`src/rtl/memtest_ctl_pkg.sv`:
```
package memtest_ctl_pkg;
  localparam int unsigned TC_ADDR_W = 1;

  typedef enum logic [TC_ADDR_W-1:0] {
    TC_ADDR_CTRL  = 1'b0,
    TC_ADDR_AVAIL = 1'b1
  } tc_addr_e;

  localparam int unsigned TC_EDAC_BIT  = 0;
  localparam int unsigned TC_PAR_BIT   = 1;
  localparam int unsigned TC_CB_LSB    = 8;
  localparam int unsigned TC_AVAIL_BIT = 0;
endpackage

```
`src/rtl/memtest_ctl_regs.sv`:
```
module memtest_ctl_regs
  import memtest_ctl_pkg::*;
#(
  parameter int unsigned REG_W = 32,
  parameter int unsigned CB_W  = 7
) (
  input  logic             clk,
  input  logic             rst_n,
  input  logic             cfg_we,
  input  logic             cfg_addr,
  input  logic [REG_W-1:0] cfg_wdata,
  output logic             edac_en,
  output logic             par_en,
  output logic [CB_W-1:0]  cb_field,
  output logic             sysav
);
  localparam int unsigned CB_MSB = TC_CB_LSB + CB_W - 1;

  logic wr_ctrl, wr_avail;
  assign wr_ctrl  = cfg_we && (cfg_addr == TC_ADDR_CTRL);
  assign wr_avail = cfg_we && (cfg_addr == TC_ADDR_AVAIL);

  always_ff @(posedge clk or negedge rst_n) begin
    if (!rst_n) begin
      edac_en  <= 1'b0;
      par_en   <= 1'b0;
      cb_field <= '0;
    end else if (wr_ctrl) begin
      edac_en  <= cfg_wdata[TC_EDAC_BIT];
      par_en   <= cfg_wdata[TC_PAR_BIT];
      cb_field <= cfg_wdata[CB_MSB:TC_CB_LSB];
    end
  end

  always_ff @(posedge clk or negedge rst_n) begin
    if (!rst_n)        sysav <= 1'b0;
    else if (wr_avail) sysav <= cfg_wdata[TC_AVAIL_BIT];
  end

  // Bits of the write word that no field decodes.
  logic unused_wbits;
  assign unused_wbits = ^{cfg_wdata[REG_W-1:CB_MSB+1], cfg_wdata[TC_CB_LSB-1:TC_PAR_BIT+1]};
endmodule

```
`src/rtl/memtest_ctl_store.sv`:
```
module memtest_ctl_store #(
  parameter int unsigned DATA_W = 32,
  parameter int unsigned CB_W   = 7
) (
  input  logic              edac_en,
  input  logic [CB_W-1:0]   cb_field,
  input  logic              in_valid,
  output logic              in_ready,
  input  logic [DATA_W-1:0] in_data,
  input  logic [CB_W-1:0]   in_cb,
  output logic              out_valid,
  input  logic              out_ready,
  output logic [DATA_W-1:0] out_data,
  output logic [CB_W-1:0]   out_cb
);
  assign out_valid = in_valid;
  assign in_ready  = out_ready;
  assign out_data  = in_data;

  // Per-bit override multiplexer.
  for (genvar i = 0; i < CB_W; i++) begin : g_cb
    assign out_cb[i] = edac_en ? cb_field[i] : in_cb[i];
  end
endmodule

```
`src/rtl/memtest_ctl_rdpar.sv`:
```
module memtest_ctl_rdpar #(
  parameter int unsigned DATA_W  = 32,
  parameter bit          ODD_PAR = 1'b1
) (
  input  logic              par_en,
  input  logic              in_valid,
  output logic              in_ready,
  input  logic [DATA_W-1:0] in_data,
  output logic              out_valid,
  input  logic              out_ready,
  output logic [DATA_W-1:0] out_data,
  output logic              out_par
);
  logic good_par;

  if (ODD_PAR) begin : g_odd
    assign good_par = ~(^in_data);
  end else begin : g_even
    assign good_par = ^in_data;
  end

  assign out_valid = in_valid;
  assign in_ready  = out_ready;
  assign out_data  = in_data;
  assign out_par   = good_par ^ par_en;
endmodule

```
`src/rtl/memtest_ctl_avail.sv`:
```
module memtest_ctl_avail (
  input  logic clk,
  input  logic rst_n,
  input  logic sysav,
  input  logic sys_err_n,
  output logic avail_o
);
  always_ff @(posedge clk or negedge rst_n) begin
    if (!rst_n) avail_o <= 1'b0;
    else        avail_o <= sysav & sys_err_n;
  end
endmodule

```
`src/rtl/memtest_ctl.sv`:
```
module memtest_ctl #(
  parameter int unsigned DATA_W = 32,
  parameter int unsigned CB_W   = 7,
  parameter int unsigned REG_W  = 32
) (
  input  logic              clk,
  input  logic              rst_n,
  input  logic              cfg_we,
  input  logic              cfg_addr,
  input  logic [REG_W-1:0]  cfg_wdata,
  input  logic              sys_err_n,
  output logic              avail_o,
  input  logic              st_in_valid,
  output logic              st_in_ready,
  input  logic [DATA_W-1:0] st_in_data,
  input  logic [CB_W-1:0]   st_in_cb,
  output logic              st_out_valid,
  input  logic              st_out_ready,
  output logic [DATA_W-1:0] st_out_data,
  output logic [CB_W-1:0]   st_out_cb,
  input  logic              rd_in_valid,
  output logic              rd_in_ready,
  input  logic [DATA_W-1:0] rd_in_data,
  output logic              rd_out_valid,
  input  logic              rd_out_ready,
  output logic [DATA_W-1:0] rd_out_data,
  output logic              rd_out_par
);
  logic            edac_en;
  logic            par_en;
  logic [CB_W-1:0] cb_field;
  logic            sysav;

  memtest_ctl_regs #(.REG_W(REG_W), .CB_W(CB_W)) u_regs (
    .clk(clk), .rst_n(rst_n), .cfg_we(cfg_we), .cfg_addr(cfg_addr),
    .cfg_wdata(cfg_wdata), .edac_en(edac_en), .par_en(par_en),
    .cb_field(cb_field), .sysav(sysav)
  );

  memtest_ctl_store #(.DATA_W(DATA_W), .CB_W(CB_W)) u_store (
    .edac_en(edac_en), .cb_field(cb_field),
    .in_valid(st_in_valid), .in_ready(st_in_ready),
    .in_data(st_in_data), .in_cb(st_in_cb),
    .out_valid(st_out_valid), .out_ready(st_out_ready),
    .out_data(st_out_data), .out_cb(st_out_cb)
  );

  memtest_ctl_rdpar #(.DATA_W(DATA_W), .ODD_PAR(1'b1)) u_rdpar (
    .par_en(par_en),
    .in_valid(rd_in_valid), .in_ready(rd_in_ready), .in_data(rd_in_data),
    .out_valid(rd_out_valid), .out_ready(rd_out_ready),
    .out_data(rd_out_data), .out_par(rd_out_par)
  );

  memtest_ctl_avail u_avail (
    .clk(clk), .rst_n(rst_n), .sysav(sysav),
    .sys_err_n(sys_err_n), .avail_o(avail_o)
  );
endmodule

```
`config.mk`:
```
export PLATFORM = sky130hd
export DESIGN_NAME = memtest_ctl
export DESIGN_NICKNAME = d
export VERILOG_FILES = /design/src/rtl/memtest_ctl_pkg.sv /design/src/rtl/memtest_ctl_regs.sv /design/src/rtl/memtest_ctl_store.sv /design/src/rtl/memtest_ctl_rdpar.sv /design/src/rtl/memtest_ctl_avail.sv /design/src/rtl/memtest_ctl.sv
export SDC_FILE = /design/constraint.sdc
export NUM_CORES = 1
export LEC_CHECK = 0
export BUFFER_PORTS_ARGS = -buffer_cell sky130_fd_sc_hd__buf_4
export CAP_MARGIN = 5
export CORE_AREA = 2 2 73 75
export CTS_CLUSTER_SIZE = 10
export DETAILED_ROUTE_END_ITERATION = 12
export DIE_AREA = 0 0 75 77
export GPL_ROUTABILITY_DRIVEN = 0
export HOLD_SLACK_MARGIN = 0.05
export PLACE_DENSITY = 0.72
export SETUP_SLACK_MARGIN = 0.05
export SYNTH_ARGS = -nofsm -noshare
export SYNTH_HDL_FRONTEND = slang
export SYNTH_SLANG_ARGS = --single-unit
```
`constraint.sdc`:
```
create_clock -name clk -period 1.5 [get_ports clk]
set_input_delay 0.15 -clock clk [delete_from_list [all_inputs] [get_ports clk]]
set_output_delay 0.15 -clock clk [all_outputs]
set_load 0.1 [all_outputs]
```
# --- Word-level counts from Yosys, hierarchy flattened ---
# Cells that the tools add are included.
totals:
  elab_cells: 19
  latch_bits: 0
  inputBits: 112
  reg_bits: 11
  mem_bits_rw: 0
  romBits: 0
  out_inout_bits: 77
  mem_count: 0
classes:
  shifts: 0
  div_mod_pow: 0
  n_lt_le_gt_ge: 0
  n_mux: 7
  bitwise_logic: 4
  add_sub_neg: 0
  n_mul: 0
  reduce_logical: 3
  eq_ne: 0
ops:
  columns: ["operator", "count"]
  rows:
  - ["32-bit parity", 1]
  - ["1-bit two-way mux", 7]
  - ["1-bit logical AND", 2]
  - ["1-bit NOT", 2]
  - ["1-bit bitwise AND", 1]
  - ["1-bit bitwise XOR", 1]

# --- Logic depth before layout (Yosys ltp) ---
depth:
  depth_word: 3
  mapped_depth: 5
  ltp_nobuf: 5

# --- Hierarchy ---
# A second synthesis with hierarchy kept.
hier_totals:
  cells_unflattened: 132
  hier_area_um2: 1368.8
modules_own_cells:
  columns: ["module", "cells_each", "area_per_inst_um2", "seq_area_each_um2", "instances"]
  rows:
  - ["memtest_ctl_rdpar", 65, 540.5, 0.0, 1]
  - ["memtest_ctl_regs", 23, 425.4, 250.2, 1]
  - ["memtest_ctl_store", 42, 371.6, 0.0, 1]
  - ["memtest_ctl_avail", 2, 31.3, 25.0, 1]

# --- Worst setup path after synthesis ---
# OpenSTA, ideal clock, no wires.
synth_path:
  kind: "input -> output"
  startpoint: "input rd_in_data[0]"
  endpoint: "output rd_out_par"
  t_arrival_ps: 2575
  path_slack_ps: -1225
  required_ps: 1350
  cell_stages: 5
  n_path_buf: 0
  path_cell_list: "xnor2_1 xnor2_1 xnor2_1 xnor3_1 xnor2_1"
synth_between:
  elab_chain_len: 3
synth_lines:
  columns: ["element", "line", "text"]
  rows:
  - ["start, declared", "memtest_ctl.sv:23", "input logic [DATA_W-1:0] rd_in_data,"]
  - ["32-bit parity", "memtest_ctl_rdpar.sv:17", "assign good_par = ~(^in_data);"]
  - ["1-bit NOT", "memtest_ctl_rdpar.sv:17", null]
  - ["1-bit bitwise XOR", "memtest_ctl_rdpar.sv:25", "assign out_par = good_par ^ par_en;"]
  - ["end, declared", "memtest_ctl.sv:27", "output logic rd_out_par"]
# No other way between the ends.

# --- Worst setup path in the final report ---
layout_path:
  startpoint: "register u_regs.par_en"
  endpoint: "output rd_out_par"
layout_between:
  elab_chain_len: 1
layout_lines:
  columns: ["element", "line", "text"]
  rows:
  - ["start, declared", "memtest_ctl_regs.sv:13", "output logic par_en,"]
  - ["start signal, assigned", "memtest_ctl_regs.sv:30", "par_en <= cfg_wdata[TC_PAR_BIT];"]
  - ["1-bit bitwise XOR", "memtest_ctl_rdpar.sv:25", null]
# No other way between the ends.

==> results.txt <==
* Total Nets Final: 280
- IR Drop Worst-Case VDD: 0.001075 V
* Total power: 2.655 mW
* Slew Limit Fails: 0
- The cell sitting at the root of the clock tree is a clkbuf_8.
- Vias in the first global route: approximately 940
* Setup-violating endpoint count in the final report: 1
- After detailed placement, the total cell area comes to roughly 0.0016 mm2.
- Most area-hungry cell type in the Yosys netlist: buf_4
- TritonCTS built the clock tree.
- The later pin in the worst-skew pair is clocked with a latency of 0.24 ns.
* Port bufs: 93
* First-pass GRT wire length: 3.933 mm
- Die extent in y: 77 um
- Final Cell Area: 0.001737 mm2
- Across every metal layer, demand over resource in global routing totals 8.795%.
- Setup repair after global routing missed its margin: yes
- Dominant cells by area after synthesis: buf_4, dfrtp_1, xnor2_1
- Prior to clock tree synthesis, the placed netlist has a worst setup slack of -0.3521 ns.
- Kind of start point of the critical path: register
- For the pin with the worst max-slew slack, the measured transition is 0.3104 ns.
- The worst hold path belongs to the class primary input to register.
* Required @ worst endpoint: 1.35 ns
* Clock slew at the register clock pins of the worst setup and hold paths: 0.05 ns
* Remaining max-slew budget at the tightest pin: 79.15%
* Area of the mapped netlist: 0.001286 mm2
- For this run, the top clock speed supported by timing is approximately 0.54 GHz.
- Counting instances, the worst hold path has a depth of 2.
- Simple-gate share of the synthesized area: 1.265%
- Entering global routing, the biggest net connects 12 pins.
* Area enclosed by the die boundary: 0.005775 mm2
* Total wirelength of the detailed-routed design: 2.585 mm
- Measured in cells, the most critical reg-to-reg path has a length of 1.
* Nets in the synthesized netlist: 244
- Synthesis warning total: 0
- Once placement completed, the tool counted placed cells totaling 232.
- In this run the static leakage power is 0.8264 nW.
* Count of standard-cell rows: 26
* Top cell type's share of synthesized area: 39.69%
- Mux cell area share after synthesis: 14.88%
- The library cell used most frequently in the layout, excluding fill and tap cells, is buf_4.
- The share of the Yosys chip area taken by registers is 21.40%.
- The flow ran to the end, but the final reports show violations.
* Failing checks: setup timing
- The critical path is of the register to output pin type.
- In the post-route analysis, the smallest setup slack over all paths is -0.3397 ns.
- In this run the number of H-tree levels came out at 1.
- P per Cell Area: around 1500 mW/mm2
- DRC violations left: 0
* Initial DRT Pass Iterations: 2
* TritonCTS sink count: 11
- In this run, synthesis produced a sequential element count of 11.
* Number of standard cells in the layout, taps in and fillers out: 237
* Via density per instance: 3.857
- Horizontal extent of the die: ~75 um
- Diode insertion count for antenna repair: 0
* Core region area: 0.004977 mm2
* Average size of a mapped cell: 9.744 um2
- The number of antenna violations at the first check in global routing came to 0.
- Post-synthesis to final-layout area growth: 35.02%
- Of all nets on the critical path, the largest fanout is 2.
- DPL Wire Length: roughly 2.2 mm
* Starting utilization of the core area: 25.84%
- Max-Cap Viols: 0
- Total vias in the final route: 914
- Total grt overflow: 0
* Distinct cells, synth: 10
* Cells after synthesis: between 100 and 150
- Maximum clock insertion buffer count: 2
* Compound-gate portion of the synthesized area: 0%
- In this run the remaining antenna-violating nets after routing total 0.
* Layout cell share with drive strength beyond 1: about three quarters
- Adder and majority gate portion of the synthesized area: 0%
* Dominant combinational cell family by area after synthesis: buffers and inverters
- 189 I/O pins were placed.
- Post-route clock skew: 0.00005940 ns
* Portion of the clock cycle consumed by the worst path in the final layout: 122.6%
- Clock period minus final worst setup slack: around 1.8 ns
- Xor/xnor cell area share of the yosys netlist: between 20% and 30%
* Top library cells by usage in the layout, fill and taps aside: buf_4, xnor2_1, mux2_2
- Starting DRC count in detailed routing: 3
- The number of clock buffers added by TritonCTS is 3.
* Hold violation total from the final report: 0
- Post-CTS setup buffer count: 0
- Data arrival, critical path: 1.69 ns
- Average routed wire per standard cell: between 10 and 15 um
- STA classifies the critical path endpoint as an output pin.
[logic make-up (layout without fill, tap and decap cells)]
kind of cell	after synthesis	in the layout
buf+inv	70	105
xor+xnor	31	31
flops	11	11
simple gates	3	3
mux	17	17
[per-stage QoR]
| stage | setup TNS [ns] | hold slack, ns | util, % |
|---|---|---|---|
| 6_report | -0.3397 | 0.1220 | 34.89 |
| 5_1_grt | -0.4435 | 0.1211 | 34.89 |
| 4_1_cts | -0.3758 | 0.1173 | 34.74 |
| 3_5_place_dp | -0.3521 | -0.01012 | 32.65 |
| 3_3_place_gp | -0.3260 | -0.01002 | 32.65 |
| 2_1_floorplan | -0.3228 | -0.1456 | - |
[routing by layer]
metal | track usage, % | vias to the layer above | routed length [um]
li1 | - | 415 | -
met1 | 7.926 | 403 | 887
met2 | 15.70 | 91 | 1257
met3 | 4.336 | 5 | 394
met4 | 4.286 | 0 | 47
met5 | 0 | - | 0
[Yosys cell counts]
library cell  instances
nand2_1               1
xnor2_1              28
nor2b_1               1
dfrtp_1              11
clkbuf_1              2
and2_1                1
buf_4                68
mux2_2               17
xnor3_1               1
xor2_1                2
[repair_timing]
action,in CTS,in global routing
cloned,0,0
endpoints found under the setup margin,8,1
pin swaps,5,1
resized for setup,12,1
hold buffers,1,0
endpoints found under the hold margin,11,0
[worst max-delay path, cell delays in order (launching register included)]
cell and delay [ns]:
dfrtp_1 0.38, xor2_1 0.15, xnor2_1 0.22, xnor2_2 0.11
xnor2_2 0.24, xnor2_4 0.16, buf_12 0.19
[flip-flops by register name, indices dropped and copies added (netlist names)]
| register | count |
|---|---|
| u_avail.avail_o | 1 |
| u_regs.cb_field | 7 |
| u_regs.edac_en | 1 |
| u_regs.par_en | 1 |
| u_regs.sysav | 1 |
[power by group]
group          internal (mW)  total [mW]  switching [mW]
Combinational          0.735        1.99            1.25
Clock                  0.182       0.295           0.112
Sequential             0.341       0.372          0.0313
Total                   1.26        2.65            1.40
[cell type report]
cell class,instances,area (um2)
multi-input cells,51,526.8
repair buffers,101,799.5
well taps,70,87.58
flip-flops and latches,11,276.5
clock buffers,3,41.29
clock inverters,1,5.005
fillers,510,3241
[path summary, 6_finish.rpt]
| path | from | endpoint | slack [ns] |
|---|---|---|---|
| min in group asynchronous | rst_n | u_regs.cb_field[5] | 0.29 |
| max in group asynchronous | rst_n | u_regs.edac_en | 1.06 |
| setup reg to reg | u_regs.edac_en | u_regs.edac_en | 0.63 |
| setup / recovery | u_regs.par_en | rd_out_par | -0.34 |
| hold reg to reg | u_regs.sysav | u_avail.avail_o | 0.48 |
| hold / removal | sys_err_n | u_avail.avail_o | 0.12 |
(Power assumes the default switching activity.)
